## src/rtl/dbpwm_pkg.sv

```systemverilog
package dbpwm_pkg;
    typedef enum logic [1:0] {
        OWN_OFF    = 2'd0,
        OWN_SINGLE = 2'd1,
        OWN_LINK0  = 2'd2,
        OWN_LINK1  = 2'd3
    } own_state_e;

    localparam logic [2:0] A_TCTL = 3'd6;
    localparam logic [2:0] A_CCTL = 3'd7;
    localparam int unsigned NUM_WREG = 3;   // wrap, set 0, set 1

    localparam logic [1:0] MS_UNBUF = 2'b01;
    localparam logic [1:0] MS_BUF   = 2'b10;
endpackage

```

## src/rtl/dbpwm_regs.sv

```systemverilog
module dbpwm_regs
    import dbpwm_pkg::*;
#(
    parameter int DATA_W = 8
) (
    input  logic                  clk,
    input  logic                  rst_n,
    input  logic                  wr_en,
    input  logic [2:0]            wr_addr,
    input  logic [DATA_W-1:0]     wr_data,
    output logic [2*DATA_W-1:0]   mod_val,
    output logic [2*DATA_W-1:0]   c0_val,
    output logic [2*DATA_W-1:0]   c1_val,
    output logic                  c0_commit,
    output logic                  c1_commit,
    output logic                  stop_q,
    output logic                  clr_pulse,
    output logic                  cctl_wr,
    output logic [1:0]            ms_new,
    output logic [1:0]            els_q
);
    localparam int VAL_W = 2 * DATA_W;

    logic [VAL_W-1:0] val_q [NUM_WREG];
    logic             commit [NUM_WREG];

    for (genvar g = 0; g < NUM_WREG; g++) begin : g_wreg
        localparam logic [2:0] HI_A = 3'(2 * g);
        localparam logic [2:0] LO_A = 3'(2 * g + 1);
        localparam logic [VAL_W-1:0] RST_V = (g == 0) ? {VAL_W{1'b1}} : '0;
        logic [DATA_W-1:0] stage_q;

        assign commit[g] = wr_en && (wr_addr == LO_A);

        always_ff @(posedge clk or negedge rst_n) begin
            if (!rst_n) begin
                stage_q  <= '0;
                val_q[g] <= RST_V;
            end else begin
                if (wr_en && (wr_addr == HI_A))
                    stage_q <= wr_data;
                if (commit[g])
                    val_q[g] <= {stage_q, wr_data};
            end
        end
    end

    assign mod_val   = val_q[0];
    assign c0_val    = val_q[1];
    assign c1_val    = val_q[2];
    assign c0_commit = commit[1];
    assign c1_commit = commit[2];

    assign clr_pulse = wr_en && (wr_addr == A_TCTL) && wr_data[1];
    assign cctl_wr   = wr_en && (wr_addr == A_CCTL);
    assign ms_new    = wr_data[3:2];

    always_ff @(posedge clk or negedge rst_n) begin
        if (!rst_n) begin
            stop_q <= 1'b0;
            els_q  <= 2'b00;
        end else begin
            if (wr_en && (wr_addr == A_TCTL))
                stop_q <= wr_data[0];
            if (cctl_wr)
                els_q <= wr_data[1:0];
        end
    end
endmodule

```

## src/rtl/dbpwm_counter.sv

```systemverilog
module dbpwm_counter #(
    parameter int CNT_W = 16
) (
    input  logic             clk,
    input  logic             rst_n,
    input  logic             stop,
    input  logic             clr,
    input  logic [CNT_W-1:0] mod_val,
    output logic [CNT_W-1:0] cnt,
    output logic             ovf
);
    logic at_wrap;

    assign at_wrap = (cnt >= mod_val);
    assign ovf     = !stop && !clr && at_wrap;

    always_ff @(posedge clk or negedge rst_n) begin
        if (!rst_n)
            cnt <= '0;
        else if (clr)
            cnt <= '0;
        else if (!stop)
            cnt <= at_wrap ? '0 : cnt + 1'b1;
    end
endmodule

```

## src/rtl/dbpwm_owner_fsm.sv

```systemverilog
module dbpwm_owner_fsm
    import dbpwm_pkg::*;
(
    input  logic       clk,
    input  logic       rst_n,
    input  logic       cctl_wr,
    input  logic [1:0] ms_new,
    input  logic       c0_commit,
    input  logic       c1_commit,
    input  logic       ovf,
    output own_state_e state,
    output logic       sel_ch1,
    output logic       chan_en
);
    own_state_e st_d;
    logic       last_q;
    logic       last_eff;
    logic       last_d;
    logic       linked;

    assign linked   = (state == OWN_LINK0) || (state == OWN_LINK1);
    assign last_eff = c1_commit ? 1'b1 : (c0_commit ? 1'b0 : last_q);

    always_comb begin
        st_d   = state;
        last_d = last_eff;
        if (cctl_wr) begin
            unique case (ms_new)
                MS_UNBUF: st_d = OWN_SINGLE;
                MS_BUF: begin
                    if (!linked) begin
                        st_d   = OWN_LINK0;
                        last_d = 1'b0;
                    end
                end
                default:  st_d = OWN_OFF;
            endcase
        end else if (ovf) begin
            unique case (state)
                OWN_LINK0, OWN_LINK1: st_d = last_eff ? OWN_LINK1 : OWN_LINK0;
                default:              st_d = state;
            endcase
        end
    end

    always_ff @(posedge clk or negedge rst_n) begin
        if (!rst_n) begin
            state  <= OWN_OFF;
            last_q <= 1'b0;
        end else begin
            state  <= st_d;
            last_q <= last_d;
        end
    end

    always_comb begin
        sel_ch1 = 1'b0;
        chan_en = 1'b1;
        unique case (state)
            OWN_OFF:    chan_en = 1'b0;
            OWN_SINGLE: sel_ch1 = 1'b0;
            OWN_LINK0:  sel_ch1 = 1'b0;
            OWN_LINK1:  sel_ch1 = 1'b1;
        endcase
    end
endmodule

```

## src/rtl/dbpwm_timer.sv

```systemverilog
module dbpwm_timer
    import dbpwm_pkg::*;
#(
    parameter int DATA_W = 8
) (
    input  logic              clk,
    input  logic              rst_n,
    input  logic              wr_en,
    input  logic [2:0]        wr_addr,
    input  logic [DATA_W-1:0] wr_data,
    output logic              pwm_out
);
    localparam int CNT_W = 2 * DATA_W;

    logic [CNT_W-1:0] mod_val, c0_val, c1_val, cnt, cmp_act;
    logic             c0_commit, c1_commit, stop_q, clr_pulse, cctl_wr;
    logic             ovf, sel_ch1, chan_en, in_pulse;
    logic [1:0]       ms_new, els_q;
    own_state_e       state;

    dbpwm_regs #(.DATA_W(DATA_W)) u_regs (
        .clk(clk), .rst_n(rst_n), .wr_en(wr_en), .wr_addr(wr_addr),
        .wr_data(wr_data), .mod_val(mod_val), .c0_val(c0_val), .c1_val(c1_val),
        .c0_commit(c0_commit), .c1_commit(c1_commit), .stop_q(stop_q),
        .clr_pulse(clr_pulse), .cctl_wr(cctl_wr), .ms_new(ms_new), .els_q(els_q)
    );

    dbpwm_counter #(.CNT_W(CNT_W)) u_cnt (
        .clk(clk), .rst_n(rst_n), .stop(stop_q), .clr(clr_pulse),
        .mod_val(mod_val), .cnt(cnt), .ovf(ovf)
    );

    dbpwm_owner_fsm u_fsm (
        .clk(clk), .rst_n(rst_n), .cctl_wr(cctl_wr), .ms_new(ms_new),
        .c0_commit(c0_commit), .c1_commit(c1_commit), .ovf(ovf),
        .state(state), .sel_ch1(sel_ch1), .chan_en(chan_en)
    );

    assign cmp_act  = sel_ch1 ? c1_val : c0_val;
    assign in_pulse = (cnt < cmp_act);
    assign pwm_out  = chan_en && els_q[1] && (in_pulse ^ els_q[0]);
endmodule

```

## config.mk

```make
export PLATFORM = sky130hd
export DESIGN_NAME = dbpwm_timer
export DESIGN_NICKNAME = d
export VERILOG_FILES = /design/src/rtl/dbpwm_pkg.sv /design/src/rtl/dbpwm_regs.sv /design/src/rtl/dbpwm_counter.sv /design/src/rtl/dbpwm_owner_fsm.sv /design/src/rtl/dbpwm_timer.sv
export SDC_FILE = /design/constraint.sdc
export NUM_CORES = 1
export LEC_CHECK = 0
export ABC_CLOCK_PERIOD_IN_PS = 2700
export CAP_MARGIN = 20
export CORE_MARGIN = 2
export CORE_UTILIZATION = 56
export CTS_CLUSTER_DIAMETER = 200
export DETAILED_ROUTE_END_ITERATION = 8
export MAX_ROUTING_LAYER = met4
export PLACE_DENSITY = 0.77
export SLEW_MARGIN = 20
export SYNTH_ARGS = -nofsm -noshare
export SYNTH_HDL_FRONTEND = slang
export SYNTH_SLANG_ARGS = --single-unit
```

## constraint.sdc

```tcl
create_clock -name clk -period 2.7 [get_ports clk]
set_input_delay 0.54 -clock clk [delete_from_list [all_inputs] [get_ports clk]]
set_output_delay 0.54 -clock clk [all_outputs]
set_load 0.1 [all_outputs]
```

==> results summary <==
The count of buffers from port buffering came out at 14. The combinational share of power came out at 0.296. Measured along the x axis, the die boundary spans 97.9 µm.

The clock net sink count came out at 94. Among all flip-flop cells after synthesis, the most frequent one is sky130_fd_sc_hd__dfrtp_1. Prior to clock tree synthesis, the placed netlist has a worst setup slack of -0.371 ns. The total via count after detailed routing is approximately 3500. Counting the buffers created by CTS gives 9.

The share of synthesized area in the top cell type comes to 0.395. The worst setup path is captured at an output port. The average routed wire per standard cell came out at 18.1 µm. The hold violation total from the final report is 0.

Entering global routing, the biggest net connects between 40 and 50 pins. The clock latency reported for the late side of the worst-skew pair came out at 0.36 ns. Using the TritonRoute via totals, the vias-per-cell ratio works out to roughly 6. The share of final-layout standard cells stronger than drive strength 1 came out at 0.359. The required time of the worst setup path is roughly 2.2 ns.

A synthesized cell averages approximately 12 µm². The overall die area came out at roughly 0.0096 mm². Synthesis inferred 94 register bits. The critical path is of the reg -> out type.

The static leakage is around 0.0027 µW. Of the total power, the share spent switching nets is 0.312. In this run the worst setup path terminates at pwm_out.

The number of warnings issued by yosys came out at 0. The worst voltage drop across the vdd grid is between 0.4 and 0.5 mV. The remaining number of nets flagged by the antenna check after routing is 0. STA classifies the critical path startpoint as a register. The layout-stage area growth over the synthesis result came out at 17.9%. The row count came out at 34. The timing startpoint of the critical path is u_fsm.state[0]. The initial antenna violation count came out at 0.

The number of antenna diodes is 0. The reported max-cap violation count came out at 0. The run finished, with violations left. The number of design rule violations left after detail routing is 0. The fraction of registers with async set or reset after synthesis is 1.00. The post-route fraction of the period consumed by the critical path came out at 1.27. The net switching power figure is 1340 µW. The number of instances in the synthesized netlist is roughly 420.

The number of nets handed over by synthesis was between 400 and 500. The die boundary height is 97.9 µm. The worst register-to-register path begins at u_regs.mod_val[13].

Before antenna repair, the detailed router went through 4 iterations. The min-delay analysis places its worst path in the category in -> async. The portion of total power attributed to sequential cells came out at 0.462.

The core region is 0.00864 mm². After synthesis, the cell types taking the most area are sky130_fd_sc_hd__dfrtp_1 (40%), sky130_fd_sc_hd__mux2_2 (13%), sky130_fd_sc_hd__dfstp_2 (8.5%). The synthesized design spends more area on one cell type than any other, namely sky130_fd_sc_hd__dfrtp_1. The area of the mapped netlist came out at ~0.0049 mm².

The number of cells on the worst reg-to-reg path is 9. The first global-routing pass estimated roughly 18000 µm of wire. Including well taps, the total number of placed cells is approximately 580. The total wire length is approximately 11000 µm. The checks that failed: negative setup slack. For this design the top-level I/O count stands at 15. The summed area of non-filler cells in the final layout came out at 0.00583 mm². The wire-length estimate of the detail-placed layout is ~8000 µm.

The cell-internal power is about 2900 µW. After clock tree synthesis, the clock-pin slew on the worst setup and hold paths is about 0.09 ns. After layout, the worst setup slack is -0.735 ns. The number of nets in the layout came out at 529. The setup slack of the worst register-to-register path came out at roughly 0.27 ns. The clock passes through at most 2 buffers. The clock tree from TritonCTS is done. In this run the power density over the cells is 736 mW/mm². The finished layout holds ~600 standard cells, fillers aside. The end of the worst register-to-register path is u_cnt.cnt[11]. Setup repair after global routing could not meet its margin everywhere.

The instance area at placement came out at approximately 0.0055 mm². In this run the tightest slew margin relative to its limit is 0.556. The via count of the first global-routing pass is 3685. The effective utilization at floorplan is 0.572. The final count of pins violating max slew is 0. The setup skew after layout is 0.00772 ns.

The last weighted congestion value of the routability-driven placer is roughly 0.86. The H-tree was split into 3 levels. Clock tree synthesis selected as its root buffer the cell sky130_fd_sc_hd__clkbuf_8. The utilization after layout came out at 0.675. The proportion of power drawn by the clock network is 0.242. The register area share after synthesis is 0.480. The highest achievable clock rate is about 290 MHz. The maximum net fanout on the critical path came out at 8. The shortest period the worst path allows is 3.43 ns. Yosys mapped the design onto roughly 50 distinct sky130hd cell types. The final count of negative-setup-slack endpoints is 1.

The transition time at the pin with the least slew margin is 0.667 ns. The total overflow left after global routing is 0. The worst endpoint data arrival time came out at ~2.9 ns. The overall track demand over capacity in global routing is 0.251. The total power consumption of the routed design came out at ~4300 µW. The synthesized design contains 0 enable-type register cells.

The detailed router finished its first iteration with 248 violations.
-- area by class of cell --
type | count | area [µm²]
multi-input cells | 289 | 2440
repair buffers | 65 | 563
clock buffers | 10 | 128
well taps | 108 | 135
clock inverters | 6 | 93.8
inverters | 24 | 90.1
fillers | 654 | 2810
flip-flops and latches | 94 | 2370
-- worst min-delay path by stage --
| stage | startpoint | to | slack, ns | cells past startpoint |
|---|---|---|---|---|
| 2_1_floorplan | rst_n | u_cnt.cnt[0] | 0.24 | 0 |
| 3_3_place_gp | u_regs.g_wreg[0].stage_q[6] | u_regs.mod_val[14] | 0.46 | 2 |
| 3_5_place_dp | u_regs.g_wreg[0].stage_q[0] | u_regs.mod_val[8] | 0.48 | 2 |
| 4_1_cts | rst_n | u_cnt.cnt[9] | 0.13 | 1 |
| 5_1_grt | rst_n | u_cnt.cnt[10] | 0.16 | 1 |
| 6_report | rst_n | u_cnt.cnt[10] | 0.13 | 1 |
-- through the flow --
stage               hold WS (ns)  setup TNS (ns)
floorplan                  0.244          -0.496
global placement           0.460          -0.230
detailed placement         0.476          -0.371
CTS                        0.135          -0.726
global route               0.158          -0.822
finish                     0.125          -0.735
-- Yosys cell counts (3+ instances only) --
cell,number
sky130_fd_sc_hd__nor3_2,3
sky130_fd_sc_hd__buf_6,4
sky130_fd_sc_hd__o311ai_2,5
sky130_fd_sc_hd__mux2i_1,20
sky130_fd_sc_hd__mux2_2,58
sky130_fd_sc_hd__ha_1,32
sky130_fd_sc_hd__nand3_1,16
sky130_fd_sc_hd__inv_1,24
sky130_fd_sc_hd__o21ai_0,29
sky130_fd_sc_hd__nor3b_1,3
sky130_fd_sc_hd__buf_2,7
sky130_fd_sc_hd__and3_1,6
sky130_fd_sc_hd__or3_1,3
sky130_fd_sc_hd__nand4_1,10
sky130_fd_sc_hd__buf_4,4
sky130_fd_sc_hd__nand2_1,39
sky130_fd_sc_hd__a21oi_1,12
sky130_fd_sc_hd__dfstp_2,16
sky130_fd_sc_hd__o21ai_1,3
sky130_fd_sc_hd__a21o_1,4
sky130_fd_sc_hd__a31oi_1,10
sky130_fd_sc_hd__nor2_1,8
sky130_fd_sc_hd__dfrtp_1,78
-- placed cells by master, fill, tap and decap left out, types with 3 or more instances in the layout --
| cell | instances |
|---|---|
| sky130_fd_sc_hd__o21ai_1 | 3 |
| sky130_fd_sc_hd__and3_1 | 6 |
| sky130_fd_sc_hd__mux2i_1 | 16 |
| sky130_fd_sc_hd__clkbuf_8 | 9 |
| sky130_fd_sc_hd__ha_1 | 32 |
| sky130_fd_sc_hd__buf_12 | 3 |
| sky130_fd_sc_hd__nand4_1 | 10 |
| sky130_fd_sc_hd__mux2i_2 | 3 |
| sky130_fd_sc_hd__a21oi_1 | 10 |
| sky130_fd_sc_hd__inv_1 | 24 |
| sky130_fd_sc_hd__buf_4 | 48 |
| sky130_fd_sc_hd__mux2_2 | 58 |
| sky130_fd_sc_hd__nor2_1 | 8 |
| sky130_fd_sc_hd__clkdlybuf4s50_1 | 12 |
| sky130_fd_sc_hd__nand3_1 | 16 |
| sky130_fd_sc_hd__a31oi_1 | 10 |
| sky130_fd_sc_hd__nor3_2 | 4 |
| sky130_fd_sc_hd__o21ai_0 | 27 |
| sky130_fd_sc_hd__nor3b_2 | 3 |
| sky130_fd_sc_hd__dfrtp_1 | 76 |
| sky130_fd_sc_hd__o311ai_2 | 5 |
| sky130_fd_sc_hd__a21o_1 | 4 |
| sky130_fd_sc_hd__dfstp_2 | 16 |
| sky130_fd_sc_hd__nand2_1 | 39 |
-- sequential cells by signal, indices dropped and copies added (netlist names), 2 cells and up --
register and cells:
u_fsm.state 2, u_regs.mod_val 16, u_regs.c1_val 16, u_cnt.cnt 16
u_regs.els_q 2, u_regs.g_wreg.stage_q 24, u_regs.c0_val 16
-- timing repair --
item	4_1_cts	5_1_grt
gates resized for setup	11	6
gates cloned	0	0
hold endpoints to repair	0	0
buffers inserted	4	1
hold buffers	0	0
pin swaps	11	3
endpoints found under the setup margin	1	1
-- logic make-up (layout without fill, tap and decap cells) --
| kind of cell | Yosys count | after routing | synth area share |
|---|---|---|---|
| AO/OA/AOI/OAI | 74 | 74 | 0.104 |
| XOR/XNOR | 2 | 2 | 0.00355 |
| adder cells (fa/ha/maj) | 32 | 32 | 0.0810 |
| buffers and inverters | 41 | 105 | 0.0423 |
| flip-flops | 94 | 94 | 0.480 |
| multiplexers | 78 | 78 | 0.173 |
| AND/OR/NAND/NOR | 103 | 103 | 0.116 |
-- critical path, stage by stage (launching register included) --
cell                      delay [ns]
sky130_fd_sc_hd__dfrtp_2        0.43
sky130_fd_sc_hd__nand2_8        0.10
sky130_fd_sc_hd__buf_12         0.15
sky130_fd_sc_hd__mux2i_4        0.18
sky130_fd_sc_hd__ha_1           0.31
sky130_fd_sc_hd__nand4_1        0.12
sky130_fd_sc_hd__buf_4          0.17
sky130_fd_sc_hd__or3_1          0.39
sky130_fd_sc_hd__o21ai_2        0.19
sky130_fd_sc_hd__o21ai_2        0.09
sky130_fd_sc_hd__a21oi_4        0.20
sky130_fd_sc_hd__buf_12         0.20
-- power groups by stage --
| stage | Combinational (µW) | Sequential (µW) | Clock [µW] |
|---|---|---|---|
| final | 1270 | 1980 | 1040 |
| after global routing | 1400 | 2020 | 1110 |
| after CTS | 1250 | 1970 | 1050 |
| after detailed placement | 1200 | 1990 | 0 |
| after global placement | 1120 | 1980 | 0 |
| after floorplan | 802 | 1940 | 0 |
-- per-layer routing --
metal	global-route usage	vias to the layer above	routed length, µm
li1	-	1662	-
met1	0.321	1779	4810
met2	0.407	66	5370
met3	0.0387	24	360
met4	0.0919	0	273
met5	-	-	0
(Power assumes the default switching activity.)
